<file path="src/rtl/smbh_pkg.sv">
package smbh_pkg;
  localparam int ADR_STAT = 0;
  localparam int ADR_CTRL = 1;
  localparam int ADR_CMD  = 2;
  localparam int ADR_TGT  = 3;
  localparam int ADR_DAT0 = 4;

  localparam int C_IEN   = 0;
  localparam int C_KILL  = 1;
  localparam int C_ROUTE = 2;
  localparam int C_PLO   = 4;
  localparam int C_START = 7;

  localparam int NFLAG = 3;  // done, error, abort

  typedef enum logic [1:0] {
    SQ_IDLE,
    SQ_LAUNCH,
    SQ_RUN,
    SQ_ABORT
  } seq_e;
endpackage

</file>
<file path="src/rtl/smbh_regs.sv">
module smbh_regs
  import smbh_pkg::*;
#(
  parameter int DW   = 8,
  parameter int PW   = 3,
  parameter int AW   = 3,
  parameter int NDAT = 2
) (
  input  logic               clk,
  input  logic               rst_n,
  input  logic               wr_en,
  input  logic [AW-1:0]      addr,
  input  logic [DW-1:0]      wdata,
  input  logic               busy,
  input  logic               res_load,
  input  logic [NDAT*DW-1:0] res,
  output logic               irq_en,
  output logic               route,
  output logic [PW-1:0]      proto,
  output logic [DW-1:0]      cmd,
  output logic [DW-1:0]      tgt,
  output logic [NDAT*DW-1:0] dat
);
  logic open_wr;
  assign open_wr = wr_en && !busy;

  always_ff @(posedge clk) begin
    if (!rst_n) begin
      irq_en <= 1'b0;
      route  <= 1'b0;
      proto  <= '0;
      cmd    <= '0;
      tgt    <= '0;
    end else if (open_wr) begin
      if (addr == AW'(ADR_CTRL)) begin
        irq_en <= wdata[C_IEN];
        route  <= wdata[C_ROUTE];
        proto  <= wdata[C_PLO +: PW];
      end
      if (addr == AW'(ADR_CMD)) cmd <= wdata;
      if (addr == AW'(ADR_TGT)) tgt <= wdata;
    end
  end

  for (genvar g = 0; g < NDAT; g++) begin : g_dat
    always_ff @(posedge clk) begin
      if (!rst_n)
        dat[g*DW +: DW] <= '0;
      else if (res_load)
        dat[g*DW +: DW] <= res[g*DW +: DW];
      else if (open_wr && addr == AW'(ADR_DAT0 + g))
        dat[g*DW +: DW] <= wdata;
    end
  end
endmodule

</file>
<file path="src/rtl/smbh_seq.sv">
module smbh_seq
  import smbh_pkg::*;
(
  input  logic clk,
  input  logic rst_n,
  input  logic start_req,
  input  logic kill_req,
  input  logic launch_ready,
  input  logic done,
  input  logic err,
  input  logic kill_ack,
  output logic busy,
  output logic launch_valid,
  output logic eng_kill,
  output logic kill_flag,
  output logic fin_done,
  output logic fin_err,
  output logic fin_kill
);
  seq_e st_q, st_d;
  logic kpend_q, kpend_d;

  always_comb begin
    st_d     = st_q;
    kpend_d  = kpend_q;
    fin_done = 1'b0;
    fin_err  = 1'b0;
    fin_kill = 1'b0;
    unique case (st_q)
      SQ_IDLE: begin
        kpend_d = 1'b0;
        if (start_req) st_d = SQ_LAUNCH;
      end
      SQ_LAUNCH: begin
        if (kill_req) kpend_d = 1'b1;
        if (launch_ready) begin
          st_d    = (kpend_q || kill_req) ? SQ_ABORT : SQ_RUN;
          kpend_d = 1'b0;
        end
      end
      SQ_RUN: begin
        if (done) begin
          st_d = SQ_IDLE; fin_done = 1'b1;
        end else if (err) begin
          st_d = SQ_IDLE; fin_err = 1'b1;
        end else if (kill_req) begin
          st_d = SQ_ABORT;
        end
      end
      SQ_ABORT: begin
        if (kill_ack) begin
          st_d = SQ_IDLE; fin_kill = 1'b1;
        end else if (done) begin
          st_d = SQ_IDLE; fin_done = 1'b1;
        end else if (err) begin
          st_d = SQ_IDLE; fin_err = 1'b1;
        end
      end
      default: st_d = SQ_IDLE;
    endcase
  end

  always_ff @(posedge clk) begin
    if (!rst_n) begin
      st_q    <= SQ_IDLE;
      kpend_q <= 1'b0;
    end else begin
      st_q    <= st_d;
      kpend_q <= kpend_d;
    end
  end

  assign busy         = (st_q != SQ_IDLE);
  assign launch_valid = (st_q == SQ_LAUNCH);
  assign eng_kill     = (st_q == SQ_ABORT);
  assign kill_flag    = kpend_q || eng_kill;
endmodule

</file>
<file path="src/rtl/smbh_status.sv">
module smbh_status
  import smbh_pkg::*;
(
  input  logic             clk,
  input  logic             rst_n,
  input  logic [NFLAG-1:0] set_vec,
  input  logic             clr_en,
  input  logic [NFLAG-1:0] clr_mask,
  input  logic             irq_en,
  input  logic             route,
  output logic [NFLAG-1:0] flags,
  output logic             any,
  output logic             irq_gen,
  output logic             irq_smi
);
  for (genvar g = 0; g < NFLAG; g++) begin : g_flag
    always_ff @(posedge clk) begin
      if (!rst_n)
        flags[g] <= 1'b0;
      else if (set_vec[g])
        flags[g] <= 1'b1;
      else if (clr_en && clr_mask[g])
        flags[g] <= 1'b0;
    end
  end

  logic fire;
  assign any     = |flags;
  assign fire    = irq_en && any;
  assign irq_gen = fire && !route;
  assign irq_smi = fire && route;
endmodule

</file>
<file path="src/rtl/smbh_ctrl.sv">
module smbh_ctrl
  import smbh_pkg::*;
#(
  parameter int DW = 8,
  parameter int PW = 3,
  parameter int AW = 3
) (
  input  logic          clk,
  input  logic          rst_n,
  input  logic          reg_wr,
  input  logic [AW-1:0] reg_addr,
  input  logic [DW-1:0] reg_wdata,
  output logic [DW-1:0] reg_rdata,
  output logic          launch_valid,
  input  logic          launch_ready,
  output logic [PW-1:0] launch_proto,
  output logic [DW-1:0] launch_target,
  output logic [DW-1:0] launch_cmd,
  output logic [DW-1:0] launch_data0,
  output logic [DW-1:0] launch_data1,
  output logic          eng_kill,
  input  logic          eng_kill_ack,
  input  logic          eng_done,
  input  logic          eng_err,
  input  logic [DW-1:0] eng_res0,
  input  logic [DW-1:0] eng_res1,
  output logic          irq_gen,
  output logic          irq_smi
);
  localparam int NDAT = 2;

  logic busy, st_any, irq_en, route, kill_flag;
  logic fin_done, fin_err, fin_kill;
  logic [NFLAG-1:0] flags;
  logic [NDAT*DW-1:0] dat;
  logic ctrl_wr, start_req, kill_req;

  assign ctrl_wr   = reg_wr && reg_addr == AW'(ADR_CTRL);
  assign start_req = ctrl_wr && reg_wdata[C_START] && !busy && !st_any;
  assign kill_req  = ctrl_wr && reg_wdata[C_KILL] && busy;

  smbh_seq u_seq (
    .clk          (clk),
    .rst_n        (rst_n),
    .start_req    (start_req),
    .kill_req     (kill_req),
    .launch_ready (launch_ready),
    .done         (eng_done),
    .err          (eng_err),
    .kill_ack     (eng_kill_ack),
    .busy         (busy),
    .launch_valid (launch_valid),
    .eng_kill     (eng_kill),
    .kill_flag    (kill_flag),
    .fin_done     (fin_done),
    .fin_err      (fin_err),
    .fin_kill     (fin_kill)
  );

  smbh_regs #(.DW(DW), .PW(PW), .AW(AW), .NDAT(NDAT)) u_regs (
    .clk      (clk),
    .rst_n    (rst_n),
    .wr_en    (reg_wr),
    .addr     (reg_addr),
    .wdata    (reg_wdata),
    .busy     (busy),
    .res_load (fin_done),
    .res      ({eng_res1, eng_res0}),
    .irq_en   (irq_en),
    .route    (route),
    .proto    (launch_proto),
    .cmd      (launch_cmd),
    .tgt      (launch_target),
    .dat      (dat)
  );

  smbh_status u_stat (
    .clk      (clk),
    .rst_n    (rst_n),
    .set_vec  ({fin_kill, fin_err, fin_done}),
    .clr_en   (reg_wr && reg_addr == AW'(ADR_STAT)),
    .clr_mask (reg_wdata[NFLAG:1]),
    .irq_en   (irq_en),
    .route    (route),
    .flags    (flags),
    .any      (st_any),
    .irq_gen  (irq_gen),
    .irq_smi  (irq_smi)
  );

  assign launch_data0 = dat[0 +: DW];
  assign launch_data1 = dat[DW +: DW];

  always_comb begin
    reg_rdata = '0;
    case (int'(reg_addr))
      ADR_STAT: reg_rdata[NFLAG:0] = {flags, busy};
      ADR_CTRL: begin
        reg_rdata[C_IEN]       = irq_en;
        reg_rdata[C_KILL]      = kill_flag;
        reg_rdata[C_ROUTE]     = route;
        reg_rdata[C_PLO +: PW] = launch_proto;
        reg_rdata[C_START]     = launch_valid;
      end
      ADR_CMD:      reg_rdata = launch_cmd;
      ADR_TGT:      reg_rdata = launch_target;
      ADR_DAT0:     reg_rdata = launch_data0;
      ADR_DAT0 + 1: reg_rdata = launch_data1;
      default:      reg_rdata = '0;
    endcase
  end
endmodule

</file>
<file path="config.mk">
export PLATFORM = sky130hd
export DESIGN_NAME = smbh_ctrl
export DESIGN_NICKNAME = d
export VERILOG_FILES = /design/src/rtl/smbh_pkg.sv /design/src/rtl/smbh_regs.sv /design/src/rtl/smbh_seq.sv /design/src/rtl/smbh_status.sv /design/src/rtl/smbh_ctrl.sv
export SDC_FILE = /design/constraint.sdc
export NUM_CORES = 1
export LEC_CHECK = 0
export BUFFER_PORTS_ARGS = -buffer_cell sky130_fd_sc_hd__clkbuf_2
export CELL_PAD_IN_SITES_DETAIL_PLACEMENT = 0
export CELL_PAD_IN_SITES_GLOBAL_PLACEMENT = 1
export CORE_MARGIN = 1
export CORE_UTILIZATION = 40
export DETAILED_ROUTE_END_ITERATION = 10
export HOLD_SLACK_MARGIN = 0.15
export MAX_ROUTING_LAYER = met4
export PLACE_DENSITY = 0.9
export SYNTH_ARGS = -nofsm -noshare
export SYNTH_HDL_FRONTEND = slang
export SYNTH_SLANG_ARGS = --single-unit
</file>
<file path="constraint.sdc">
create_clock -name clk -period 3.8 [get_ports clk]
set_input_delay 0.57 -clock clk [delete_from_list [all_inputs] [get_ports clk]]
set_output_delay 0.57 -clock clk [all_outputs]
set_load 0.005 [all_outputs]
</file>
-- Word-level counts from Yosys, hierarchy flattened
Cells that the tools add are included.
- register bits: 43
- bits of input ports: 34
- output and inout bits: 47
- word-level logic and storage cells: 96
- equality and inequality tests: 13
- multiplexer cells: 35
- reduce and logical (&&, ||, !) cells: 36
- operator list (cell ; number):
    $mux 8 ; 4
    $pmux 4 s5 ; 1
    $pmux 3 s6 ; 1
    $logic_and 1x1->1 ; 16
    $mux 1 ; 16
    $mux 2 ; 8
    $reduce_bool 2->1 ; 7
    $pmux 2 s4 ; 1
    $reduce_and 2->1 ; 4
    $eq 3x2->1 const B ; 2
    $eq 3x3->1 const B ; 2
    $pmux 1 s2 ; 3
    $pmux 1 s5 ; 1
    $eq 2x2->1 const B ; 2
    $ne 4x3->1 const B ; 1
    $ne 4x4->1 const B ; 1
    $reduce_and 4->1 ; 1
    $eq 3x1->1 const B ; 1
    $logic_not 1->1 ; 3
    $logic_not 3->1 ; 1
    $ne 3x1->1 const B ; 1
    $reduce_or 3->1 ; 1
    $eq 2x1->1 const B ; 1
    $logic_not 2->1 ; 1
    other kinds (3) ; 4

-- Depth between registers and ports, before layout
- word-level depth: 8
- mapped depth: 7

-- Cells and area by module
From an unflattened synthesis, not the netlist that was laid out.
- cells, all modules: 279
- area, all modules: 2444.8 um^2
- by module, submodules not included (module ; times used ; cells each ; area an instance (um^2) ; seq. area each (um^2)):
    smbh_regs ; 1 ; 185 ; 1705.4 ; 740.7
    smbh_ctrl ; 1 ; 54 ; 409.1 ; 0.0
    smbh_seq ; 1 ; 25 ; 198.9 ; 60.1
    smbh_status ; 1 ; 15 ; 131.4 ; 60.1

-- Least setup slack after synthesis
No wires, ideal clock.
- kind: input to output
- start: input port reg_addr[2]
- end: output port reg_rdata[2]
- arrival: 1.595 ns
- path slack: 1.635 ns
- cell stages on the path: 5
- buffers on the path: 2
- cells stage by stage: buf_2 > buf_2 > mux2_2 > a221oi_1 > nor3_1
- longest elaborated chain between the ends: 2
- ends and longest elaborated chain (element ; RTL line ; text):
    from (decl) ; smbh_ctrl.sv:11 ; input logic [AW-1:0] reg_addr,
    $eq 3x3->1 (tied with other cells) ; smbh_ctrl.sv:96 ; case (int'(reg_addr))
    $pmux 3 s6 * ; smbh_ctrl.sv:96 ;
    to (decl) ; smbh_ctrl.sv:13 ; output logic [DW-1:0] reg_rdata,
Every way passes the cells marked *; elsewhere a longest branch is shown, timed or not.

-- Worst setup path in the final report
- start: input port reg_addr[1]
- end: output port reg_rdata[7]
- longest elaborated chain between the ends: 2
- ends and longest elaborated chain (element ; RTL line):
    $eq 3x3->1 (tied with other cells) ; smbh_ctrl.sv:96
    $pmux 4 s5 * ; smbh_ctrl.sv:96
Marks and branches as above.

==> impl_results.md <==
- Outcome: finished clean
- Fmax: 364 MHz
- Largest net degree at the start of global routing: 45
- Initial antenna violation count: 0
- Fill cells: 557
- Clock transition at the registers of the reported paths: 70 ps
- Storage cell area: 861 um^2
- Crit share post-route: 72.3%
- Number of remaining DRC errors: 0
- Antenna diodes: 0
- Setup TNS: 0 ps
- Top cells by area, synth: dfxtp_1, mux2i_1, nor2b_1, o21ai_0, a21oi_1
- Worst slew pin tran: 745 ps
- Worst Skew: 4.31 ps
- Post-synth net total: 290
- Area grow syn2layout: 20.1%
- Met3 routed WL: 321 um
- Hpwl dp: 4760 um
- Min Tclk post-route: 2750 ps
- Post-synth EDFFs: 0
- Setup Viol. Count Final: 0
- Synthesized area per cell: 9.31 um^2
- HP Class: reg -> reg
- Crit-path max FO: 15
- Vias in the first global route: 1987
- Most frequent cells in the layout: clkbuf_2, dfxtp_1, mux2i_1, nor2b_1, o21ai_0
- Power per cell area: 327 nW/um^2
- Hold slack: 505 ps
- I/O pin cnt: 81
- Antenna Violating Nets Remaining: 0
- Seq/Total Area, Yosys: 36.2%
- PnR worst setup slack: 1050 ps
- Core box area: 5610 um^2
- Gates resized, CTS repair: 0
- Die area: 6250 um^2
- Layout cells sized above 1: 32.4%
- Max-capacitance violation count: 0
- Final wirelength: 6470 um
- Buffers inserted by post-CTS timing repair: 0
- Met1 wire length: 2950 um
- Die W: 79.1 um
- Critical Path RT: 3230 ps
- GPL Wtd Cong: 0.816
- Clk sinks: 43
- Syn. warnings: 0
- Routed vias: 2163
- CP Launch Type: primary input
- Post-synthesis sequential element count: 43
- CTS Hold Bufs: 0
- GRT overflow: 0
- Max Root-Sink Buffers: 2
- Worst Path Arrival: 2180 ps
- Synthesized area: 2370 um^2
- Max Slew Vio Count: 0
- Starting density of the core: 42.3%
- Via/cell ratio: 5.46
- # rows: 27
- Peak supply drop: 0.000203 V
- First-pass GRT wire length: 10300 um
- DP Worst Slack: 1070 ps
- Total power: 0.934 mW
- Most common cell after layout, fill and taps aside: clkbuf_2
- IO buf count: 80
- CTS tree: yes
- Overall Global Routing Usage: 22.1%
- Max-Slew Margin vs Limit: 50.3%
- Wirelength per Cell: 16.3 um
- Uppermost routed layer: met4
- Clock latency at the later pin of the worst-skew pair: 290 ps
- Root buf cell: clkbuf_8
- Initial DRC Count: 137
- # H-tree levels: 2
- Synth Instances: 255
- Top_reg_cell synth: dfxtp_1
- First-pass iteration count of the detailed router: 4
- Area taken by multi-input logic gates: 1390 um^2
- Yosys top cell area share: 36.2%
- Setup crit end kind: primary output
- Cell taking the most area after synthesis: dfxtp_1
- Kind of critical path: in -> out
- Chip Height: 79.1 um
- Nets@finish: 359
- Met2 WL post-DR: 3150 um
- FFs w/ async S/R, synth: 0%
- Hold Vio Cnt, Final: 0
- Synth cell types: 43
- RSZ-0062 raised after global routing: false
- Total CTS buffers: 5
- Leakage: 1.37 nW
-- critical path: stages --
cell	delay [ps]
clkbuf_2	270
nor2b_1	610
a221oi_1	170
o31ai_1	370
clkbuf_2	180
-- synthesized netlist by cell type, types with 2 or more instances --
cell and instances:
buf_2 11, nand2_1 15, o21ai_1 4, a221oi_1 8
a21boi_0 2, o22ai_1 2, o32ai_4 2, nand3_1 4
a31oi_1 2, nor2_1 9, mux2_2 4, a21oi_1 15
a21oi_2 4, buf_6 3, a32o_1 2, dfxtp_1 43
o31ai_1 3, or2_2 2, inv_1 5, mux2i_1 41
nor2b_1 30, clkbuf_1 5, nor4b_1 2, o21ai_0 18
-- power breakdown --
part	leakage, nW	switching [mW]	total (mW)	internal (mW)
clock network	0.0470	0.149	0.292	0.143
logic	0.971	0.0866	0.158	0.0713
registers	0.348	0.0175	0.484	0.467
total	1.37	0.253	0.934	0.681
-- area by class of cell --
type                       instances  area share, %
tap                               72           3.16
multi-input combinational        188           48.6
timing repair buffer              81           14.3
sequential                        43           30.2
clock buffer                       6           2.89
clock inverter                     1          0.175
inverter                           5          0.658
-- flip-flops by register name, summed over array words and instances, names as in the netlist --
signal / flops
u_regs.cmd: 8
u_regs.dat: 16
u_regs.irq_en: 1
u_regs.proto: 3
u_regs.route: 1
u_regs.tgt: 8
u_seq.kpend_q: 1
u_seq.st_q: 2
u_stat.flags: 3
-- logic make-up after synthesis --
family	Yosys count	synth area share (%)
multiplexers	46	20.1
buffers and inverters	24	5.32
adder cells (fa/ha/maj)	1	0.527
flip-flops	43	36.2
AND/OR/NAND/NOR	73	17.5
AO/OA/AOI/OAI	68	20.2
-- final timing paths --
path / start / to / slack, ps / cells after the start
setup reg to reg: u_seq.st_q[1] / u_regs.dat[9] / 1870 / 4
hold / removal: u_stat.flags[1] / u_stat.flags[1] / 510 / 2
hold reg to reg: u_stat.flags[1] / u_stat.flags[1] / 510 / 2
setup / recovery: reg_addr[1] / reg_rdata[7] / 1050 / 5
-- metal layers --
metal  vias up  GRT usage (%)
met2        71           35.3
met1      1024           28.7
met3         5           3.33
met4         0           6.73
li1       1063              -
met5         -              -
-- through the flow --
step	instance area (um^2)	utilization, %	instances
2_1_floorplan	2370	-	255
3_3_place_gp	2770	49.3	389
3_5_place_dp	2770	49.3	389
4_1_cts	2850	50.9	396
5_1_grt	2850	50.9	396
6_report	2850	50.9	396
(Power assumes the default switching activity.)
